`config.mk`:
```
export PLATFORM = sky130hd
export DESIGN_NAME = page_bus_seq
export DESIGN_NICKNAME = d
export VERILOG_FILES = /design/src/rtl/page_bus_pkg.sv /design/src/rtl/page_tracker.sv /design/src/rtl/xfer_timer.sv /design/src/rtl/port_steer.sv /design/src/rtl/page_bus_seq.sv
export SDC_FILE = /design/constraint.sdc
export NUM_CORES = 1
export LEC_CHECK = 0
export ABC_CLOCK_PERIOD_IN_PS = 4300
export CAP_MARGIN = 30
export CELL_PAD_IN_SITES_DETAIL_PLACEMENT = 1
export CELL_PAD_IN_SITES_GLOBAL_PLACEMENT = 1
export CORE_MARGIN = 3
export CORE_UTILIZATION = 35
export CTS_CLUSTER_DIAMETER = 40
export DETAILED_ROUTE_END_ITERATION = 6
export PLACE_DENSITY = 0.83
export SYNTH_ARGS = -nofsm -noshare
export SYNTH_HDL_FRONTEND = slang
export SYNTH_SLANG_ARGS = --single-unit
export TNS_END_PERCENT = 20
```
`constraint.sdc`:
```
create_clock -name clk -period 4.3 [get_ports clk]
set_clock_uncertainty 0.15 [all_clocks]
set_input_delay 0.645 -clock clk [delete_from_list [all_inputs] [get_ports clk]]
set_output_delay 0.645 -clock clk [all_outputs]
set_load 0.01 [all_outputs]
```
`src/rtl/page_bus_pkg.sv`:
```
package page_bus_pkg;

  localparam logic [1:0] KIND_CODE  = 2'b00;
  localparam logic [1:0] KIND_WRITE = 2'b10;
  localparam logic [1:0] PG_ONE     = 2'b00;
  localparam logic [1:0] PG_TWO     = 2'b01;

  typedef enum logic [1:0] {
    BUS_IDLE = 2'b00,
    BUS_MISS = 2'b01,
    BUS_XFER = 2'b10
  } bus_state_t;

  // Base data-strobe width per page-timing select.
  function automatic int unsigned data_base_clocks(input logic [1:0] mode);
    case (mode)
      PG_ONE:  return 1;
      PG_TWO:  return 2;
      default: return 4;
    endcase
  endfunction

  // Total strobe clocks for one access.
  function automatic int unsigned strobe_clocks(input logic is_data,
                                                input logic [1:0] mode,
                                                input int unsigned steps);
    if (!is_data) return 1;
    return data_base_clocks(mode) + 4 * steps;
  endfunction

  // Page-miss decision for an access about to be accepted.
  function automatic logic miss_rule(input logic valid,
                                     input logic force_next,
                                     input logic is_data,
                                     input logic [1:0] mode,
                                     input logic same_page);
    if (!valid) return 1'b1;
    if (!is_data) return force_next || !same_page;
    case (mode)
      PG_ONE:  return 1'b1;
      PG_TWO:  return !same_page;
      default: return 1'b0;
    endcase
  endfunction

endpackage

```
`src/rtl/page_tracker.sv`:
```
module page_tracker
  import page_bus_pkg::*;
#(
  parameter int HI_W = 8
) (
  input  logic            clk,
  input  logic            rst_n,
  input  logic            take,
  input  logic            is_data,
  input  logic [1:0]      mode,
  input  logic [HI_W-1:0] hi_in,
  output logic            miss
);

  logic [HI_W-1:0] page_q;
  logic            valid_q;
  logic            force_q;
  logic            same_page;

  assign same_page = (page_q == hi_in);
  assign miss      = miss_rule(valid_q, force_q, is_data, mode, same_page);

  always_ff @(posedge clk) begin
    if (!rst_n) begin
      page_q  <= '0;
      valid_q <= 1'b0;
      force_q <= 1'b0;
    end else if (take) begin
      if (miss) begin
        page_q  <= hi_in;
        valid_q <= 1'b1;
      end
      if (!is_data)            force_q <= 1'b0;
      else if (mode == PG_ONE) force_q <= 1'b1;
    end
  end

  a_r1_invalid_page_misses: assert property (@(posedge clk) disable iff (!rst_n)
    (take && !valid_q) |-> miss);

  a_r5_four_cycle_data_hits: assert property (@(posedge clk) disable iff (!rst_n)
    (take && valid_q && is_data && mode[1]) |-> !miss);

  a_r3_one_cycle_data_arms_force: assert property (@(posedge clk) disable iff (!rst_n)
    (take && is_data && mode == PG_ONE) |=> force_q);

  a_r4_miss_stores_page: assert property (@(posedge clk) disable iff (!rst_n)
    (take && miss) |=> (valid_q && page_q == $past(hi_in)));

endmodule

```
`src/rtl/xfer_timer.sv`:
```
module xfer_timer #(
  parameter int CNT_W = 5
) (
  input  logic             clk,
  input  logic             rst_n,
  input  logic             load,
  input  logic [CNT_W-1:0] load_val,
  input  logic             run,
  output logic             last
);

  logic [CNT_W-1:0] cnt_q;

  assign last = (cnt_q == '0);

  always_ff @(posedge clk) begin
    if (!rst_n)              cnt_q <= '0;
    else if (load)           cnt_q <= load_val;
    else if (run && !last)   cnt_q <= cnt_q - 1'b1;
  end

  a_r7_load_takes_value: assert property (@(posedge clk) disable iff (!rst_n)
    load |=> (cnt_q == $past(load_val)));

  a_r7_counts_down: assert property (@(posedge clk) disable iff (!rst_n)
    (run && !last && !load) |=> (cnt_q == $past(cnt_q) - 1'b1));

endmodule

```
`src/rtl/port_steer.sv`:
```
module port_steer #(
  parameter int DW = 8
) (
  input  logic          layout,
  input  logic          addr_phase,
  input  logic          data_phase,
  input  logic          is_write,
  input  logic [DW-1:0] hi_byte,
  input  logic [DW-1:0] lo_byte,
  input  logic [DW-1:0] wdata,
  input  logic [DW-1:0] p0_in,
  input  logic [DW-1:0] p2_in,
  output logic [DW-1:0] p0_out,
  output logic          p0_oe,
  output logic [DW-1:0] p2_out,
  output logic          p2_oe,
  output logic [DW-1:0] rdata
);

  always_comb begin
    p0_out = '0;
    p0_oe  = 1'b0;
    p2_out = '0;
    p2_oe  = 1'b0;
    if (addr_phase) begin
      p2_out = hi_byte;
      p2_oe  = 1'b1;
      if (layout) begin
        p0_out = lo_byte;
        p0_oe  = 1'b1;
      end
    end else if (data_phase) begin
      if (!layout) begin
        p2_out = lo_byte;
        p2_oe  = 1'b1;
        if (is_write) begin
          p0_out = wdata;
          p0_oe  = 1'b1;
        end
      end else begin
        p0_out = lo_byte;
        p0_oe  = 1'b1;
        if (is_write) begin
          p2_out = wdata;
          p2_oe  = 1'b1;
        end
      end
    end
  end

  assign rdata = layout ? p2_in : p0_in;

endmodule

```
`src/rtl/page_bus_seq.sv`:
```
module page_bus_seq
  import page_bus_pkg::*;
#(
  parameter int ADDR_W    = 16,
  parameter int DATA_W    = 8,
  parameter int STRETCH_W = 3
) (
  input  logic                 clk,
  input  logic                 rst_n,
  input  logic                 req_valid,
  input  logic [1:0]           req_kind,
  input  logic [ADDR_W-1:0]    req_addr,
  input  logic [DATA_W-1:0]    req_wdata,
  input  logic [1:0]           page_mode,
  input  logic                 bus_layout,
  input  logic [STRETCH_W-1:0] stretch,
  output logic                 rsp_ready,
  output logic [DATA_W-1:0]    rsp_rdata,
  output logic                 ale,
  output logic                 psen,
  output logic                 rd_strobe,
  output logic                 wr_strobe,
  output logic [DATA_W-1:0]    p0_out,
  output logic                 p0_oe,
  input  logic [DATA_W-1:0]    p0_in,
  output logic [DATA_W-1:0]    p2_out,
  output logic                 p2_oe,
  input  logic [DATA_W-1:0]    p2_in
);

  localparam int HI_W    = ADDR_W - DATA_W;
  localparam int MAX_LEN = 4 + 4 * ((1 << STRETCH_W) - 1);
  localparam int CNT_W   = $clog2(MAX_LEN + 1);

  bus_state_t          state_q;
  logic [1:0]          kind_q;
  logic [ADDR_W-1:0]   addr_q;
  logic [DATA_W-1:0]   wdata_q;
  logic                layout_q;

  // Named internal events.
  logic                in_miss;
  logic                in_xfer;
  logic                xfer_last;
  logic                accept;
  logic                page_miss;
  logic                req_is_data;
  logic                q_is_data;
  logic                q_is_write;
  logic [CNT_W-1:0]    len_m1;
  logic [DATA_W-1:0]   steer_rdata;

  assign in_miss     = (state_q == BUS_MISS);
  assign in_xfer     = (state_q == BUS_XFER);
  assign req_is_data = (req_kind != KIND_CODE);
  assign q_is_data   = (kind_q != KIND_CODE);
  assign q_is_write  = (kind_q == KIND_WRITE);
  assign accept      = req_valid && ((state_q == BUS_IDLE) || (in_xfer && xfer_last));
  assign len_m1      = CNT_W'(strobe_clocks(req_is_data, page_mode, int'(stretch)) - 1);

  page_tracker #(.HI_W(HI_W)) u_tracker (
    .clk     (clk),
    .rst_n   (rst_n),
    .take    (accept),
    .is_data (req_is_data),
    .mode    (page_mode),
    .hi_in   (req_addr[ADDR_W-1 -: HI_W]),
    .miss    (page_miss)
  );

  xfer_timer #(.CNT_W(CNT_W)) u_timer (
    .clk      (clk),
    .rst_n    (rst_n),
    .load     (accept),
    .load_val (len_m1),
    .run      (in_xfer),
    .last     (xfer_last)
  );

  always_ff @(posedge clk) begin
    if (!rst_n) begin
      state_q  <= BUS_IDLE;
      kind_q   <= KIND_CODE;
      addr_q   <= '0;
      wdata_q  <= '0;
      layout_q <= 1'b0;
    end else if (accept) begin
      state_q  <= page_miss ? BUS_MISS : BUS_XFER;
      kind_q   <= req_kind;
      addr_q   <= req_addr;
      wdata_q  <= req_wdata;
      layout_q <= bus_layout;
    end else begin
      case (state_q)
        BUS_MISS: state_q <= BUS_XFER;
        BUS_XFER: if (xfer_last) state_q <= BUS_IDLE;
        default:  state_q <= BUS_IDLE;
      endcase
    end
  end

  port_steer #(.DW(DATA_W)) u_steer (
    .layout     (layout_q),
    .addr_phase (in_miss),
    .data_phase (in_xfer),
    .is_write   (q_is_write),
    .hi_byte    (DATA_W'(addr_q[ADDR_W-1 -: HI_W])),
    .lo_byte    (addr_q[DATA_W-1:0]),
    .wdata      (wdata_q),
    .p0_in      (p0_in),
    .p2_in      (p2_in),
    .p0_out     (p0_out),
    .p0_oe      (p0_oe),
    .p2_out     (p2_out),
    .p2_oe      (p2_oe),
    .rdata      (steer_rdata)
  );

  assign ale       = in_miss;
  assign psen      = in_xfer && !q_is_data;
  assign rd_strobe = in_xfer && q_is_data && !q_is_write;
  assign wr_strobe = in_xfer && q_is_write;
  assign rsp_ready = in_xfer && xfer_last;
  assign rsp_rdata = (rsp_ready && !q_is_write) ? steer_rdata : '0;

  a_r2_ale_single_clock: assert property (@(posedge clk) disable iff (!rst_n)
    ale |=> !ale);

  a_r2_ale_then_strobe: assert property (@(posedge clk) disable iff (!rst_n)
    ale |=> (psen || rd_strobe || wr_strobe));

  a_r6_one_strobe_at_most: assert property (@(posedge clk) disable iff (!rst_n)
    $onehot0({psen, rd_strobe, wr_strobe, ale}));

  a_r10_ready_inside_strobe: assert property (@(posedge clk) disable iff (!rst_n)
    rsp_ready |-> (psen || rd_strobe || wr_strobe));

  a_r6_hit_fetch_keeps_psen: assert property (@(posedge clk) disable iff (!rst_n)
    (psen && accept && !page_miss && req_kind == KIND_CODE) |=> psen);

  a_r11_busy_holds_request: assert property (@(posedge clk) disable iff (!rst_n)
    (in_xfer && !xfer_last) |=> $stable(addr_q));

endmodule

```
Word-level counts from Yosys, hierarchy flattened
Index checks and enable logic that the tools add are counted.
Operators by class
  $add $sub $neg: 3
  multiply operators: 0
  divide/modulo/power cells: 0
  magnitude comparators: 0
  equality and inequality tests: 7
  shift-type cells: 0
  muxes and demuxes: 36
  bitwise logic cells: 0
  reductions and logical operators: 22
Operators with widths (number)
  $mux 8: 10
  $mux 6: 4
  $mux 1: 16
  $sub 6x1->6 const B: 2
  $eq 8x8->1: 1
  $logic_and 1x1->1: 8
  $add 6x5->6: 1
  $logic_not 6->1: 1
  $mux 2: 3
  $pmux 3 s2: 1
  $reduce_bool 2->1: 3
  $eq 2x1->1 const B: 2
  $eq 2x2->1 const B: 2
  $logic_not 1->1: 4
  $logic_not 2->1: 2
  $pmux 2 s2: 1
  $reduce_and 2->1: 2
  $ne 3x1->1 const B: 1
  $logic_or 1x1->1: 2
  $ne 2x2->1 const B: 1
  $pmux 1 s2: 1
Storage, ports and cells
  register bits: 45
  bits in latches: 0
  bits in writable memories: 0
  ROM bits: 0
  bits of input ports: 51
  output and inout bits: 31
  word-level logic and storage cells: 77
  memories: 0

Longest topological paths before layout
Gate-level depths: netlist of the first run.
  depth in word-level cells: 8
  depth in mapped cells: 10

Cells and area by module
From an unflattened synthesis of the first run, not the netlist that was laid out.
Second synthesis, totals
  cell total of the unflattened synthesis: 372
  area total of the unflattened synthesis: 2967.8 µm²
By module, submodules not included
  page_bus_seq: times used 1, cells each 169, area each 1376.3 µm², sequential area each 580.6 µm²
  page_tracker: times used 1, cells each 98, area each 711.9 µm², sequential area each 200.2 µm²
  port_steer: times used 1, cells each 63, area each 505.5 µm², sequential area each 0.0 µm²
  xfer_timer: times used 1, cells each 42, area each 374.1 µm², sequential area each 120.1 µm²

Worst setup path after synthesis of the first run
No wires, ideal clock.
  kind: in2reg
  from: input req_valid
  to: register u_timer.cnt_q[4]
  arrival: 2339 ps
  required time: 4030 ps
  setup slack: 1691 ps
  stages: 9
  path buffers: 2
  cells stage by stage: nor4b_1 -> a21o_2 -> buf_6 -> clkbuf_1 -> a31oi_1 -> ha_1 -> o211ai_1 -> a2111oi_0 -> o31a_1
On the way
  word-level cells in the longest chain between the ends: 2
  elaborated cells between the ends (all ways): 3
  classes of those cells: 1 x mux; 2 x reduce/logical
Ends and longest elaborated chain
  start, declared: line page_bus_seq.sv:10  | input logic req_valid,
  $logic_and 1x1->1 (*): line page_bus_seq.sv:58  | assign accept = req_valid && ((state_q == BUS_IDLE) || (in_xfer && xfer_last));
  $mux 6 or $reduce_bool 2->1 (tied branches)
  end signal, assigned: line xfer_timer.sv:18  | else if (load) cnt_q <= load_val;
  end signal, assigned: line xfer_timer.sv:19  | else if (run && !last) cnt_q <= cnt_q - 1'b1;
  end, declared: line xfer_timer.sv:12  | logic [CNT_W-1:0] cnt_q;
Mark *: on every way between the ends. The rest lies on a longest branch, timed or not.
A chain may end at the register's enable or synchronous reset.

Worst setup path in the final report of the first run
  from: register u_timer.cnt_q[2]
  to: output rsp_rdata[3]
On the way
  word-level cells in the longest chain between the ends: 4
Ends and longest elaborated chain
  $logic_not 6->1: line xfer_timer.sv:14  | assign last = (cnt_q == '0);
  $logic_and 1x1->1: line page_bus_seq.sv:123  | assign rsp_ready = in_xfer && xfer_last;
  $logic_and 1x1->1: line page_bus_seq.sv:124  | assign rsp_rdata = (rsp_ready && !q_is_write) ? steer_rdata : '0;
  $mux 8: line page_bus_seq.sv:124
  end, declared: line page_bus_seq.sv:18  | output logic [DATA_W-1:0] rsp_rdata,
Every way passes these cells.

==> reports/results.ini, run 1 <==
[run]
maxCapViolations = 0

[place]
placed_cells = 469
place.gp.congestion = 0.870
dp_hpwl_um = 5990
portBuffers = 81
dp_slack_ns = 0.857

[sta]
whs_ns = 0.322
tns_ns = 0
setup_violations = 0
post-route-period-util_pct = 77.0
slew_viol_final = 0
fin_ws_ns = 0.988
relSlewSlack_pct = 55.9
fin_crit_ns = 3.31
hold_viol = 0
fmax_mhz = 302
rsz0062_at_grt = false
tightest_slew_ns = 0.659

[layout]
layout.nets = 437
antenna_cells = 0
fill_cells = 798
area_growth_syn_to_layout_pct = 38.8
fin_util_pct = 52.1
instances_no_fill = 477
drive_gt1_share_pct = 5.47

[drt]
vias = 2579
wl_um = 8060
drtIter0Drc = 165
drt.antenna.violating_nets = 0
drc = 0
avgRoutedWirePerCell_um = 16.9
via_per_inst = 5.41
first_pass_iters = 5

[power]
seq_power_share_pct = 38.6
clkPwrFrac_pct = 15.4
p_sw_share_pct = 42.2
comb_power_share_pct = 46.0
internal_power_uw = 990
p_leak_nw = 1.30
peakVddDrop_mv = 0.276
pwr_density_cell_nw_per_um2 = 500
net-switching-power_uw = 722

[logic_synthesis]
synth_nets = 364
syn_inst = 310
synth_area_um2 = 2460
synthTopCellsByArea = dfxtp_1 (37%), nand2_1 (9.4%), a21oi_1 (6.9%), a22o_1 (6.0%), mux2i_1 (4.1%)
yosys_warnings = 0
synth_edf_count = 0
yosysSeqAreaShare_pct = 36.6
avgSynthCellArea_um2 = 7.95
synth_top_cell_area_share_pct = 36.6
ys_ff_latch = 45
yosysUniqueCellTypes = 53
async_flop_share_pct = 0
synth_top_area_cell = dfxtp_1
ys.flop_type = dfxtp_1

[floorplan]
core_um2 = 6570
die_y_um = 89.9
start_util_pct = 37.5
die_width_um = 89.9
boundaryPins = 82
die-area_um2 = 8080
row_count = 29

[global_route]
grt_usage_pct = 20.0
grt_first_pass_wirelength_um = 13600
antenna_found_initial = 0
grt_max_degree = 34
grt_pass1_vias = 2766
grt_overflow = 0

[clocking]
cts_hold_buf = 0
cts_tree = yes
cts_resized = 0
clock-sinks = 45
cts-htree-levels = 2
cts_made_buffers = 5
insertion_delay_ns = 0.30
cts.clk_slew.worst_paths_ns = 0.09
cts_buffer_depth = 2
cts_setup_buffers = 0
root_buffer = clkbuf_8

[worst_setup_path]
crit_arrival_ns = 2.52
start_kind = flop
cp_slowest_cell = clkdlybuf4s50_1
crit_type = flop to output port
crit_path_max_fanout = 9
crit_chain = nor4_2, nand2_1, nor2_1, nand2_1, nor2_1, clkdlybuf4s50_1
crit_required_ns = 3.50
cp-end-kind = output port
reg2reg_from = state_q[0]
crit_start = u_timer.cnt_q[2]
crit_end = rsp_rdata[3]
r2r_cells = 7
r2r-end = u_timer.cnt_q[4]
slowest_delay_ns = 0.55
rrSetupSlack_ns = 1.57

[min_path]
hp-class = flop to flop

[outcome]
outcome = complete, no violations

==> logic make-up after synthesis <==
family / after synthesis / share of synthesized area [%]
adder cells (fa/ha/maj): 3 / 1.52
flip-flops: 45 / 36.6
AO/OA/AOI/OAI: 87 / 25.3
buffers and inverters: 30 / 5.54
XOR/XNOR: 9 / 3.20
AND/OR/NAND/NOR: 126 / 23.8
multiplexers: 10 / 4.06
==> worst min path at each step <==
stage / startpoint / end / slack [ns] / cells past startpoint
5_1_grt: addr_q[0] / addr_q[0] / 0.35 / 2
2_1_floorplan: addr_q[10] / addr_q[10] / 0.29 / 2
6_report: addr_q[9] / addr_q[9] / 0.32 / 2
3_3_place_gp: addr_q[5] / addr_q[5] / 0.31 / 2
4_1_cts: addr_q[14] / addr_q[14] / 0.32 / 2
3_5_place_dp: addr_q[14] / addr_q[14] / 0.31 / 2
==> flip-flops by register name, summed over array words and instances, names as in the netlist <==
name / count
addr_q: 16
kind_q: 2
layout_q: 1
state_q: 2
u_timer.cnt_q: 6
u_tracker.force_q: 1
u_tracker.page_q: 8
u_tracker.valid_q: 1
wdata_q: 8
==> routing by layer <==
metal / vias up / part of all wire [%] / track usage, %
li1: 1253 / - / -
met1: 1243 / 44 / 24.6
met2: 69 / 50 / 36.0
met3: 14 / 3.9 / 3.67
met4: 0 / 1.7 / 5.48
met5: - / 0 / 0
==> cells in the mapped netlist (2+ instances only) <==
master     count
nand2_1       62
dfxtp_1       45
a21oi_1       34
nor2_1        25
a22o_1        17
mux2i_1       10
clkbuf_1       9
inv_1          9
a222oi_1       8
xnor2_1        8
nor3_1         7
buf_2          6
and2_1         5
nand3_1        4
nor2b_1        4
o21a_1         4
and3_1         3
ha_1           3
nand2b_1       3
o21ai_0        3
or2_2          3
a2111oi_0      2
a31oi_1        2
a32o_1         2
buf_1          2
buf_6          2
nor4_2         2
==> per-stage QoR <==
stage | cell area (um2) | power, mW
after floorplan | 2460 | 1.18
after global placement | 3330 | 1.42
after detailed placement | 3330 | 1.45
after CTS | 3420 | 1.72
after global routing | 3420 | 1.84
final | 3420 | 1.71
==> power by group through the flow <==
stage          Sequential, mW  Clock (mW)  Combinational (mW)
6_report                0.661       0.263               0.788
5_1_grt                 0.679       0.291               0.875
3_5_place_dp            0.667           0               0.788
2_1_floorplan           0.602           0               0.574
3_3_place_gp            0.659           0               0.757
4_1_cts                 0.657       0.269               0.794
==> worst max-delay path, delay by kind of cell, from the launching register on <==
family	cells	cell delay [ns]
buffers and inverters	1	0.55
DFF	1	0.43
and+or+nand+nor	5	1.24
==> layout make-up <==
class,count,area (um2),share of cell area (%)
Clock inverter,3,17.5,0.512
Inverter,10,37.5,1.10
Multi-Input combinational cell,235,1430,41.8
Sequential cell,45,901,26.3
Timing Repair Buffer,86,848,24.8
Clock buffer,5,68.8,2.01
Tap cell,93,116,3.40
==> cell usage in the layout (no fill, tap or decap), types with 3 or more instances in the layout <==
master | synthesis | layout
nand3_1 | 4 | 4
a222oi_1 | 8 | 8
nor2_1 | 25 | 25
xnor2_1 | 8 | 8
nor2b_1 | 4 | 4
nand2_1 | 62 | 62
o21ai_0 | 3 | 3
clkbuf_8 | 0 | 5
o21a_1 | 4 | 4
buf_4 | 0 | 5
ha_1 | 3 | 3
nor3_1 | 7 | 7
mux2i_1 | 10 | 10
a21oi_1 | 34 | 33
dfxtp_1 | 45 | 45
nand2b_1 | 3 | 3
inv_1 | 9 | 9
and3_1 | 3 | 3
clkdlybuf4s50_1 | 0 | 81
a22o_1 | 17 | 17
and2_1 | 5 | 5
or2_2 | 3 | 3
Power figures use the tool's default switching activity.
==> run 2: changes to the inputs <==
--- a/config.mk
+++ b/config.mk
@@ -5,15 +5,15 @@
 export SDC_FILE = /design/constraint.sdc
 export NUM_CORES = 1
 export LEC_CHECK = 0
-export ABC_CLOCK_PERIOD_IN_PS = 4300
+export ABC_CLOCK_PERIOD_IN_PS = 3400
 export CAP_MARGIN = 30
 export CELL_PAD_IN_SITES_DETAIL_PLACEMENT = 1
 export CELL_PAD_IN_SITES_GLOBAL_PLACEMENT = 1
 export CORE_MARGIN = 3
-export CORE_UTILIZATION = 35
+export CORE_UTILIZATION = 33
 export CTS_CLUSTER_DIAMETER = 40
 export DETAILED_ROUTE_END_ITERATION = 6
-export PLACE_DENSITY = 0.83
+export PLACE_DENSITY = 0.79
 export SYNTH_ARGS = -nofsm -noshare
 export SYNTH_HDL_FRONTEND = slang
 export SYNTH_SLANG_ARGS = --single-unit
==> constraint.sdc (replaced) <==
create_clock -name clk -period 3.4 [get_ports clk]
set_clock_uncertainty 0.15 [all_clocks]
set_input_delay 0.51 -clock clk [delete_from_list [all_inputs] [get_ports clk]]
set_output_delay 0.51 -clock clk [all_outputs]
set_load 0.01 [all_outputs]
==> reports/results.ini, run 2 (synthesized netlist as in run 1, its figures left out) <==
[outcome]
outcome = complete, no violations

[worst_setup_path]
start_kind = flop
path_buf_inv = 1
cpLargestDelayFamily = simple AND/OR/NAND/NOR gates
cp-end-kind = output port
crit_arrival_ns = 2.43
crit_required_ns = 2.74
cp_slowest_cell = clkdlybuf4s50_1
r2r_cells = 7
reg2reg_from = state_q[0]
rrSetupSlack_ns = 0.89
crit_chain = nor4_4, nand2_1, nor2_1, nand2_1, nor2_1, clkdlybuf4s50_1
crit_path_max_fanout = 9
r2r-end = u_timer.cnt_q[4]
slowest_delay_ns = 0.55
crit_type = flop to output port

[min_path]
hp-class = flop to flop
worstHoldStart = addr_q[14]
holdPathEnd = addr_q[14]
hold_depth = 2

[global_route]
grt_first_pass_wirelength_um = 12800
grt_usage_pct = 18.2
grt_pass1_vias = 2711
grt_max_degree = 28
antenna_found_initial = 0
grt_overflow = 0

[power]
seq_power_share_pct = 38.2
p_sw_share_pct = 41.4
p_leak_nw = 1.31
comb_power_share_pct = 47.0
net-switching-power_uw = 897
peakVddDrop_mv = 0.354
internal_power_mw = 1.27
clkPwrFrac_pct = 14.8
pwr_density_cell_nw_per_um2 = 630
power.total_mw = 2.17

[place]
place.gp.congestion = 0.839
dp_slack_ns = 0.306
portBuffers = 81
dp_hpwl_um = 5940

[drt]
drtIter0Drc = 71
drc = 0
first_pass_iters = 5
via_per_inst = 5.39
wl_um = 7710
avgRoutedWirePerCell_um = 16.0
vias = 2594
drt.antenna.violating_nets = 0

[sta]
tns_ns = 0
hold_viol = 0
setup_violations = 0
post-route-period-util_pct = 90.7
slew_viol_final = 0
fin_ws_ns = 0.315
fmax_mhz = 324
rsz0062_at_grt = false
tightest_slew_ns = 0.682
fin_crit_ns = 3.09
relSlewSlack_pct = 54.3

[clocking]
cts_made_buffers = 5
cts_buffer_depth = 2
cts_tree = yes
clock-sinks = 45
insertion_delay_ns = 0.29
root_buffer = clkbuf_8
cts_setup_buffers = 0
cts-htree-levels = 2
cts.clk_slew.worst_paths_ns = 0.08

[floorplan]
boundaryPins = 82
die_y_um = 92.4
row_count = 30
start_util_pct = 35.1
die-area_um2 = 8540
die_width_um = 92.4
core_um2 = 7020

[layout]
biggestRegsByFlops = addr_q: 16 flops, u_tracker.page_q: 8 flops, wdata_q: 8 flops
layout_common_cells = clkdlybuf4s50_1 (81), nand2_1 (62), dfxtp_1 (45)
antenna_cells = 0
layout.nets = 439
area_growth_syn_to_layout_pct = 39.7
largest_reg_flops = 16
fin_util_pct = 49.0
drive_gt1_share_pct = 5.45
layout_commonest_cell = clkdlybuf4s50_1
largest_register = addr_q

[run]
maxCapViolations = 0

[run 2: cell count changes in the layout (fill, tap and decap cells not counted)]
| cell | change |
|---|---|
| clkinv_4 | +1 |
| clkbuf_1 | +1 |
| buf_4 | +2 |
| clkinvlp_4 | -1 |
| clkinv_2 | -2 |
| nor4_2 | -1 |
| nor4_4 | +1 |
[run 2: worst max-delay path by stage]
stage                           from                to  slack (ns)  depth (start not counted)
global placement           req_valid  u_timer.cnt_q[4]        0.42                          8
floorplan                  req_valid  u_timer.cnt_q[4]        0.93                          9
global route        u_timer.cnt_q[2]      rsp_rdata[4]        0.06                          6
CTS                 u_timer.cnt_q[2]      rsp_rdata[0]        0.19                          6
finish              u_timer.cnt_q[2]      rsp_rdata[4]        0.31                          6
detailed placement         req_valid  u_timer.cnt_q[4]        0.31                          8
[run 2: layer usage]
layer | global-route usage (%) | routed length [um]
met2 | 32.6 | 3870
met3 | 4.39 | 401
met1 | 21.1 | 3300
met5 | 0 | 0
met4 | 6.44 | 132
[run 2: power by group through the flow]
stage / Combinational, mW / Clock, mW / Sequential, mW
2_1_floorplan: 0.726 / 0 / 0.762
3_3_place_gp: 0.988 / 0 / 0.827
3_5_place_dp: 1.01 / 0 / 0.834
4_1_cts: 1.02 / 0.335 / 0.821
5_1_grt: 1.14 / 0.360 / 0.853
6_report: 1.02 / 0.320 / 0.828
[run 2: per-stage QoR]
| step | cell area (um2) | hold slack [ns] | cells |
|---|---|---|---|
| finish | 3440 | 0.315 | 481 |
| global placement | 3350 | 0.305 | 474 |
| global route | 3440 | 0.334 | 481 |
| detailed placement | 3350 | 0.303 | 474 |
| CTS | 3430 | 0.315 | 481 |
| floorplan | 2460 | 0.286 | 310 |
[run 2: worst min-delay path: cells and delay by family, from the launching register on]
family	cells	cell delay [ns]
AOI/OAI and AO/OA	1	0.05
DFF	1	0.32
and+or+nand+nor	1	0.05
[run 2: area by class of cell]
| cell class | instances | area, um2 |
|---|---|---|
| clock buffers | 6 | 72.6 |
| well taps | 96 | 120 |
| clock inverters | 1 | 8.76 |
| repair buffers | 88 | 863 |
| fillers | 880 | 3580 |
| flip-flops and latches | 45 | 901 |
| inverters | 10 | 37.5 |
| multi-input cells | 235 | 1440 |
[run 2: timing repair]
item / in CTS / in global routing
hold buffers: 0 / 0
endpoints found under the setup margin: 0 / 6
resized for setup: 0 / 1
hold endpoints to repair: 0 / 0
==> run 3: changes to the inputs <==
--- a/config.mk
+++ b/config.mk
@@ -6,7 +6,7 @@
 export NUM_CORES = 1
 export LEC_CHECK = 0
 export ABC_CLOCK_PERIOD_IN_PS = 3400
-export CAP_MARGIN = 30
+export CAP_MARGIN = 20
 export CELL_PAD_IN_SITES_DETAIL_PLACEMENT = 1
 export CELL_PAD_IN_SITES_GLOBAL_PLACEMENT = 1
 export CORE_MARGIN = 3
==> results of run 3 <==
Same layout as run 2: the final DEF is identical, and so are final timing and power.
